<file path="src/rtl/decay_pkg.sv">
// Package: shared widths and types for the cache decay controller.
// Assumes a 2-bit age counter per line.
package decay_pkg;
    localparam int AGE_W = 2;
    typedef logic [AGE_W-1:0] age_t;
    localparam age_t AGE_MAX = '1;
endpackage

</file>
<file path="src/rtl/decay_tick_gen.sv">
// Module: decay_tick_gen
// Free-running tick source. Raises tick for one cycle every `interval` cycles.
// Assumes interval >= 2. If interval shrinks below the current count, the
// next cycle ticks at once.
module decay_tick_gen #(
    parameter int IV_W = 17
) (
    input  logic            clk,
    input  logic            rst_n,
    input  logic [IV_W-1:0] interval,
    output logic            tick
);
    logic [IV_W-1:0] cnt;

    // Tick when the count has reached the interval end.
    always_comb tick = (cnt >= interval - 1'b1);

    // Count cycles and wrap on each tick.
    always_ff @(posedge clk) begin
        if (!rst_n) cnt <= '0;
        else if (tick) cnt <= '0;
        else cnt <= cnt + 1'b1;
    end

    AST_TICK_GAP: assert property (@(posedge clk) disable iff (!rst_n)
        tick |=> !tick);
endmodule

</file>
<file path="src/rtl/decay_line.sv">
// Module: decay_line
// State of one cache line: age counter, decayed flag, dirty flag and a
// recent-decay flag that stays up for 4 ticks after the line decays.
// Assumes acc_sel is one-hot across lines and wb_grant only with a pending request.
module decay_line
    import decay_pkg::*;
(
    input  logic clk,
    input  logic rst_n,
    input  logic tick,
    input  logic acc_sel,
    input  logic acc_write,
    input  logic wb_grant,
    output logic powered,
    output logic wb_pend,
    output logic quick_miss
);
    age_t age;
    logic decayed;
    logic dirty;
    logic recent;

    // Outputs derived from line state.
    always_comb begin
        powered    = !decayed;
        wb_pend    = !decayed && (age == AGE_MAX) && dirty;
        quick_miss = acc_sel && decayed && recent;
    end

    // Age, decay and dirty tracking. An access has priority over a tick.
    always_ff @(posedge clk) begin
        if (!rst_n) begin
            age     <= '0;
            decayed <= 1'b0;
            dirty   <= 1'b0;
            recent  <= 1'b0;
        end else if (acc_sel) begin
            age     <= '0;
            decayed <= 1'b0;
            recent  <= 1'b0;
            dirty   <= acc_write | (dirty & ~decayed);
        end else if (decayed) begin
            if (tick && recent) begin
                if (age == AGE_MAX) recent <= 1'b0;
                else age <= age + 1'b1;
            end
        end else if (age == AGE_MAX) begin
            if (!dirty || wb_grant) begin
                decayed <= 1'b1;
                recent  <= 1'b1;
                age     <= '0;
                dirty   <= 1'b0;
            end
        end else if (tick) begin
            age <= age + 1'b1;
        end
    end

    AST_ACC_CLEARS: assert property (@(posedge clk) disable iff (!rst_n)
        acc_sel |=> (age == '0) && powered);
    AST_DIRTY_HOLDS: assert property (@(posedge clk) disable iff (!rst_n)
        (wb_pend && !wb_grant && !acc_sel) |=> powered);
    AST_REVIVE: assert property (@(posedge clk) disable iff (!rst_n)
        (acc_sel && !powered) |=> powered);
endmodule

</file>
<file path="src/rtl/decay_adapt.sv">
// Module: decay_adapt
// Chooses the tick interval. Fixed at TICK_DEFAULT when adaptation is off.
// When on, starts at TICK_MIN and, every EVAL_TICKS ticks, doubles on a seen
// quick miss or halves otherwise, saturating at the bounds.
module decay_adapt #(
    parameter int TICK_MIN     = 64,
    parameter int TICK_DEFAULT = 2500,
    parameter int TICK_MAX     = 65536,
    parameter int EVAL_TICKS   = 16,
    parameter int IV_W         = 17
) (
    input  logic            clk,
    input  logic            rst_n,
    input  logic            adapt_en,
    input  logic            tick,
    input  logic            qm_any,
    output logic [IV_W-1:0] interval
);
    localparam int WIN_W = (EVAL_TICKS > 1) ? $clog2(EVAL_TICKS) : 1;
    localparam logic [WIN_W-1:0] WIN_LAST = WIN_W'(EVAL_TICKS - 1);
    localparam logic [IV_W:0]    MAX_X    = (IV_W+1)'(TICK_MAX);
    localparam logic [IV_W-1:0]  MIN_V    = IV_W'(TICK_MIN);
    localparam logic [IV_W-1:0]  DEF_V    = IV_W'(TICK_DEFAULT);

    logic [WIN_W-1:0] win;
    logic             seen;
    logic             en_q;
    logic [IV_W:0]    dbl_x;
    logic [IV_W-1:0]  dbl_v;
    logic [IV_W-1:0]  hlv_v;

    // Saturated doubled and halved candidates.
    always_comb begin
        dbl_x = {interval, 1'b0};
        dbl_v = (dbl_x > MAX_X) ? MAX_X[IV_W-1:0] : dbl_x[IV_W-1:0];
        hlv_v = ((interval >> 1) < MIN_V) ? MIN_V : (interval >> 1);
    end

    // Mode tracking, window counting and interval update.
    always_ff @(posedge clk) begin
        if (!rst_n) begin
            interval <= DEF_V;
            en_q     <= 1'b0;
            win      <= '0;
            seen     <= 1'b0;
        end else begin
            en_q <= adapt_en;
            if (!adapt_en) begin
                interval <= DEF_V;
                win      <= '0;
                seen     <= 1'b0;
            end else if (!en_q) begin
                interval <= MIN_V;
                win      <= '0;
                seen     <= 1'b0;
            end else if (tick && win == WIN_LAST) begin
                interval <= (seen || qm_any) ? dbl_v : hlv_v;
                win      <= '0;
                seen     <= 1'b0;
            end else begin
                if (tick) win <= win + 1'b1;
                if (qm_any) seen <= 1'b1;
            end
        end
    end

    AST_IV_BOUNDS: assert property (@(posedge clk) disable iff (!rst_n)
        (adapt_en && en_q) |-> (interval >= MIN_V && {1'b0, interval} <= MAX_X));
    AST_FIXED_MODE: assert property (@(posedge clk) disable iff (!rst_n)
        !adapt_en |=> interval == DEF_V);
endmodule

</file>
<file path="src/rtl/cache_decay_ctrl.sv">
// Module: cache_decay_ctrl (top)
// Per-line leakage control for a small cache: shared tick source, per-line
// age state, writeback arbitration for dirty lines, adaptive interval.
// Assumes NUM_LINES is a power of two and TICK_MIN >= 2.
module cache_decay_ctrl
    import decay_pkg::*;
#(
    parameter int NUM_LINES    = 32,
    parameter int TICK_MIN     = 64,
    parameter int TICK_DEFAULT = 2500,
    parameter int TICK_MAX     = 65536,
    parameter int EVAL_TICKS   = 16,
    localparam int IDX_W       = $clog2(NUM_LINES),
    localparam int IV_W        = $clog2(TICK_MAX) + 1
) (
    input  logic                 clk,
    input  logic                 rst_n,
    input  logic                 adapt_en,
    input  logic                 acc_valid,
    input  logic [IDX_W-1:0]     acc_idx,
    input  logic                 acc_write,
    input  logic                 acc_hit,
    output logic                 acc_miss,
    output logic [NUM_LINES-1:0] pwr_en,
    output logic                 wb_req,
    output logic [IDX_W-1:0]     wb_idx,
    input  logic                 wb_ack,
    output logic [IV_W-1:0]      cur_interval
);
    logic                 tick;
    logic [NUM_LINES-1:0] pend;
    logic [NUM_LINES-1:0] qm;
    logic [NUM_LINES-1:0] grant;

    decay_tick_gen #(.IV_W(IV_W)) u_tick (
        .clk      (clk),
        .rst_n    (rst_n),
        .interval (cur_interval),
        .tick     (tick)
    );

    decay_adapt #(
        .TICK_MIN     (TICK_MIN),
        .TICK_DEFAULT (TICK_DEFAULT),
        .TICK_MAX     (TICK_MAX),
        .EVAL_TICKS   (EVAL_TICKS),
        .IV_W         (IV_W)
    ) u_adapt (
        .clk      (clk),
        .rst_n    (rst_n),
        .adapt_en (adapt_en),
        .tick     (tick),
        .qm_any   (|qm),
        .interval (cur_interval)
    );

    for (genvar i = 0; i < NUM_LINES; i++) begin : g_line
        logic sel;
        // Decode this line's access and writeback grant.
        always_comb begin
            sel      = acc_valid && (acc_idx == IDX_W'(i));
            grant[i] = wb_ack && wb_req && (wb_idx == IDX_W'(i));
        end
        decay_line u_line (
            .clk        (clk),
            .rst_n      (rst_n),
            .tick       (tick),
            .acc_sel    (sel),
            .acc_write  (acc_write),
            .wb_grant   (grant[i]),
            .powered    (pwr_en[i]),
            .wb_pend    (pend[i]),
            .quick_miss (qm[i])
        );
    end

    // Lowest-index pending dirty line wins the writeback port.
    always_comb begin
        wb_req = |pend;
        wb_idx = '0;
        for (int k = NUM_LINES - 1; k >= 0; k--) begin
            if (pend[k]) wb_idx = IDX_W'(k);
        end
    end

    // Miss on tag miss or on a powered-down line.
    always_comb acc_miss = acc_valid && (!acc_hit || !pwr_en[acc_idx]);

    AST_WB_LINE_LIVE: assert property (@(posedge clk) disable iff (!rst_n)
        wb_req |-> pwr_en[wb_idx]);
    AST_ACK_DECAYS: assert property (@(posedge clk) disable iff (!rst_n)
        (wb_req && wb_ack && !(acc_valid && acc_idx == wb_idx)) |=> !pwr_en[$past(wb_idx)]);
    AST_DEAD_MISSES: assert property (@(posedge clk) disable iff (!rst_n)
        (acc_valid && acc_hit && !acc_miss) |-> pwr_en[acc_idx]);
endmodule

</file>
<file path="config.mk">
export PLATFORM = sky130hd
export DESIGN_NAME = cache_decay_ctrl
export DESIGN_NICKNAME = d
export VERILOG_FILES = /design/src/rtl/decay_pkg.sv /design/src/rtl/decay_tick_gen.sv /design/src/rtl/decay_line.sv /design/src/rtl/decay_adapt.sv /design/src/rtl/cache_decay_ctrl.sv
export SDC_FILE = /design/constraint.sdc
export NUM_CORES = 1
export LEC_CHECK = 0
export ABC_AREA = 1
export BUFFER_PORTS_ARGS = -buffer_cell sky130_fd_sc_hd__buf_2
export CORE_MARGIN = 2
export CORE_UTILIZATION = 25
export CTS_CLUSTER_DIAMETER = 50
export CTS_CLUSTER_SIZE = 28
export DETAILED_ROUTE_END_ITERATION = 16
export PLACE_DENSITY = 0.4
export SYNTH_ARGS = -nofsm -noshare
export SYNTH_HDL_FRONTEND = slang
export SYNTH_SLANG_ARGS = --single-unit
</file>
<file path="constraint.sdc">
create_clock -name clk -period 6.85 [get_ports clk]
set_input_delay 1.0275 -clock clk [delete_from_list [all_inputs] [get_ports clk]]
set_output_delay 1.0275 -clock clk [all_outputs]
set_load 0.02 [all_outputs]
</file>
==> impl_metrics.yaml <==
hold_path:
  hold_class: "reg2reg"
yosys:
  synthCells: 1702
  synth_enable_flop_cells: 0
  synth.top_cell.area_share_pct: 34.6
  synth_commonest_cells: "nand2_1 (405), dfxtp_1 (200), a21oi_1 (188), inv_1 (171), nor2_1 (165)"
  synthDominantAreaCellType: "dfxtp_1"
  synth_sequential_area_ratio_pct: 34.6
  top_area_cells_in_the_synthesized_netlist: "dfxtp_1 (35%), nand2_1 (13%), a21oi_1 (8.1%)"
  synth_xor_area_share_pct: 1.59
  synth_mux_area_share_pct: 0
  dominant_combinational_cell_family_by_area_after_synthesis: "simple AND/OR/NAND/NOR gates"
  synthesis.nets: 1766
  post-synth-top-count-cell: "nand2_1"
  post_synthesis_share_of_cell_area_spent_on_and_or_nand_and_nor_gates_pct: 28.7
  post_synth_fa_ha_maj_area_fraction_pct: 5.62
  yosys.cell_types.count: 54
  postSynth.asyncResetShare_pct: 0
  yosys_warnings: 0
  post_synthesis_compound_gate_area_fraction_pct: 20.2
  syn-cell-area_um2: 11600
  postSynthAreaPerCell_um2: 6.80
  synthesized_flop_and_latch_total: 200
  synthFlopType: "dfxtp_1"
setup_path:
  series_of_cell_instances_along_the_critical_path: "inv_1, ha_1, nand3_1, nor3_1, nand2_1, nor4_1, nand2_1, xor2_1, ha_1, nand2_1, nor3_1, nor3b_1, nand4_1, o2111ai_4, and3_1, nand2_1, inv_1, nor2_1, a221o_1"
  critical_path.most_common_cell: "nand2_1"
  critPathBufInv: 2
  cp-start-kind: "flip-flop"
  timing.critical_path.max_delay_family: "simple AND/OR/NAND/NOR gates"
  crit_type: "reg2reg"
  crit_slowest_cell: "nand2_1"
  critical_path.max_stage_delay_ns: 0.44
  timing.critical_path.to_type: "flip-flop"
  cp.arrival_ns: 5.35
  crit_fanout: 26
  cp_data_required_time_ns: 7.23
run_status:
  run_status: "complete, no violations"
placement:
  io_buffers: 67
  finalWeightedCongestion: 0.876
  dpl_cell_area_um2: 12400
  place.detailed.hpwl_um: 30100
layout:
  filler_cell_count: 5009
  layout_net_count: 1794
  finish.utilization_pct: 28.5
  finalInstanceArea_um2: 13000
  final-seq-area_um2: 4000
  area_of_the_multi_input_gates_um2: 6520
  layout-area-overhead-vs-synth_pct: 12.4
  antennaDiodeCount: 0
  drive_gt1_share_pct: 8.15
route:
  routedWlPerCell_um: 16.5
  antenna_violating_nets_post_route: 0
  drt-total-wl_um: 38600
  num_vias: 11320
  remaining_drc_errors: 0
  initial_drc_count: 724
  drt_first_pass_iters: 6
  average_vias_per_placed_instance: 4.83
power_and_ir_drop:
  static-leakage-power_uw: 0.00522
  ir_worst_vdd_uv: 110
  p_per_area_nw_per_um2: 188
clock_tree:
  cts_tree: "done"
  ctsResizeCount: 0
  clock_buffers_created_by_tritoncts: 17
  clkTransAtPathRegs_ns: 0.08
  cts.htree.levels: 4
  ctsRootBufferMaster: "clkbuf_16"
  insertion_delay_ns: 0.48
  cts_hold_buffers: 0
  post_cts.repair.setup_buffers: 0
  clock_tree.buffer_depth: 2
  cts_num_sinks: 200
sta:
  grt_setup_unrepaired: "false"
  report.final.hold_viol_count: 0
  least_margin_pin_slew_ns: 0.995
  setup_violations: 0
  period_utilization_post_route_pct: 72.5
  worst_clock_skew_ns: 0.0109
  timing.setup.tns_ns: 0
  fmax_ghz: 0.201
  worst_slew_margin_rel_pct: 32.0
  time_the_worst_path_needs_with_i_o_delays_and_setup_ns: 4.97
  finalMaxSlewViolations: 0
floorplanning:
  ios: 68
  core_area_um2: 45600
  rows: 78
  floorplan.initialDensity_pct: 25.4
  dieHeight_um: 219
  die_area_um2: 48000
  die_width_um: 219
global_routing:
  grt_antenna_before_repair: 0
  globalRouteTotalUtil_pct: 16.6
  first_pass_grt_wire_length_um: 60300
  grt_start_max_net_pins: 64
  first_global_vias: 10799
  grt_remaining_overflow: 0
job:
  cap_violations: 0
-- registers in the layout, summed over array words and instances (netlist names) --
signal,flops
u_adapt.seen,1
g_line.u_line.recent,32
u_tick.cnt,17
g_line.u_line.dirty,32
u_adapt.win,4
u_adapt.en_q,1
g_line.u_line.age,64
u_adapt.interval,17
g_line.u_line.decayed,32
-- layer usage --
metal,global-route usage (%),wire [um],up-vias
met5,0,0,-
met3,3.51,1820,61
li1,-,-,5792
met2,26.4,17100,222
met4,7.66,1270,0
met1,21.4,18400,5245
-- cells by family after synthesis --
| family | after synthesis |
|---|---|
| AO/OA/AOI/OAI | 403 |
| XOR/XNOR | 21 |
| adder cells (fa/ha/maj) | 52 |
| buffers and inverters | 253 |
| flip-flops | 200 |
| AND/OR/NAND/NOR | 773 |
-- worst reg2reg max path: cells and delay by family (launching register included) --
| family | cells | cell delay, ns |
|---|---|---|
| AND/OR/NAND/NOR | 12 | 2.76 |
| AO/OA/AOI/OAI | 2 | 0.69 |
| adder cells (fa/ha/maj) | 2 | 0.53 |
| XOR/XNOR | 1 | 0.16 |
| buffers and inverters | 2 | 0.41 |
| flip-flops | 1 | 0.32 |
-- cell usage in the layout (no fill, tap or decap), types with 5 or more instances in the layout --
master / count
a211oi_1: 8
a21oi_1: 188
a31oi_1: 5
buf_2: 67
buf_4: 5
bufinv_16: 5
clkbuf_16: 17
clkinv_1: 14
dfxtp_1: 200
ha_1: 52
inv_1: 171
inv_2: 5
inv_6: 6
nand2_1: 405
nand2_2: 8
nand3_1: 112
nand4_1: 39
nor2_1: 165
nor3_1: 15
nor3b_1: 8
o211ai_1: 16
o21a_1: 7
o21ai_0: 99
o21ai_2: 9
o221ai_1: 5
o22ai_1: 23
o31ai_1: 12
xor2_1: 17
-- layout make-up --
cell class	count	area share, %
Inverter	190	5.48
Tap cell	600	5.77
Sequential cell	200	30.8
Clock inverter	12	1.60
Clock buffer	20	3.43
Multi-Input combinational cell	1249	50.1
Timing Repair Buffer	72	2.87
-- through the flow --
step / hold WS, ns / power (uW) / setup WS (ns) / instances
final: 0.466 / 2450 / 1.88 / 2343
after detailed placement: 0.453 / 1300 / 1.91 / 2311
after CTS: 0.466 / 2490 / 1.87 / 2343
after global placement: 0.451 / 1300 / 1.93 / 2311
after floorplan: 0.430 / 1270 / 3.09 / 1702
after global routing: 0.492 / 2550 / 1.33 / 2343
-- power breakdown --
| group | switching [uW] | leakage (uW) | internal [uW] |
|---|---|---|---|
| sequential | 5.99 | 0.00161 | 1170 |
| combinational | 73.3 | 0.00329 | 26.3 |
| clock | 513 | 0.000321 | 665 |
| total | 592 | 0.00522 | 1860 |
-- worst paths after layout --
check | end | cells after the start | slack [ns] | startpoint
max | u_adapt.interval[7] | 19 | 1.88 | u_adapt.interval[0]
min | g_line[22].u_line.age[0] | 1 | 0.47 | g_line[22].u_line.age[0]
max reg2reg | u_adapt.interval[7] | 19 | 1.88 | u_adapt.interval[0]
min reg2reg | g_line[22].u_line.age[0] | 1 | 0.47 | g_line[22].u_line.age[0]
No activity file was read; power rests on OpenSTA's default activity.
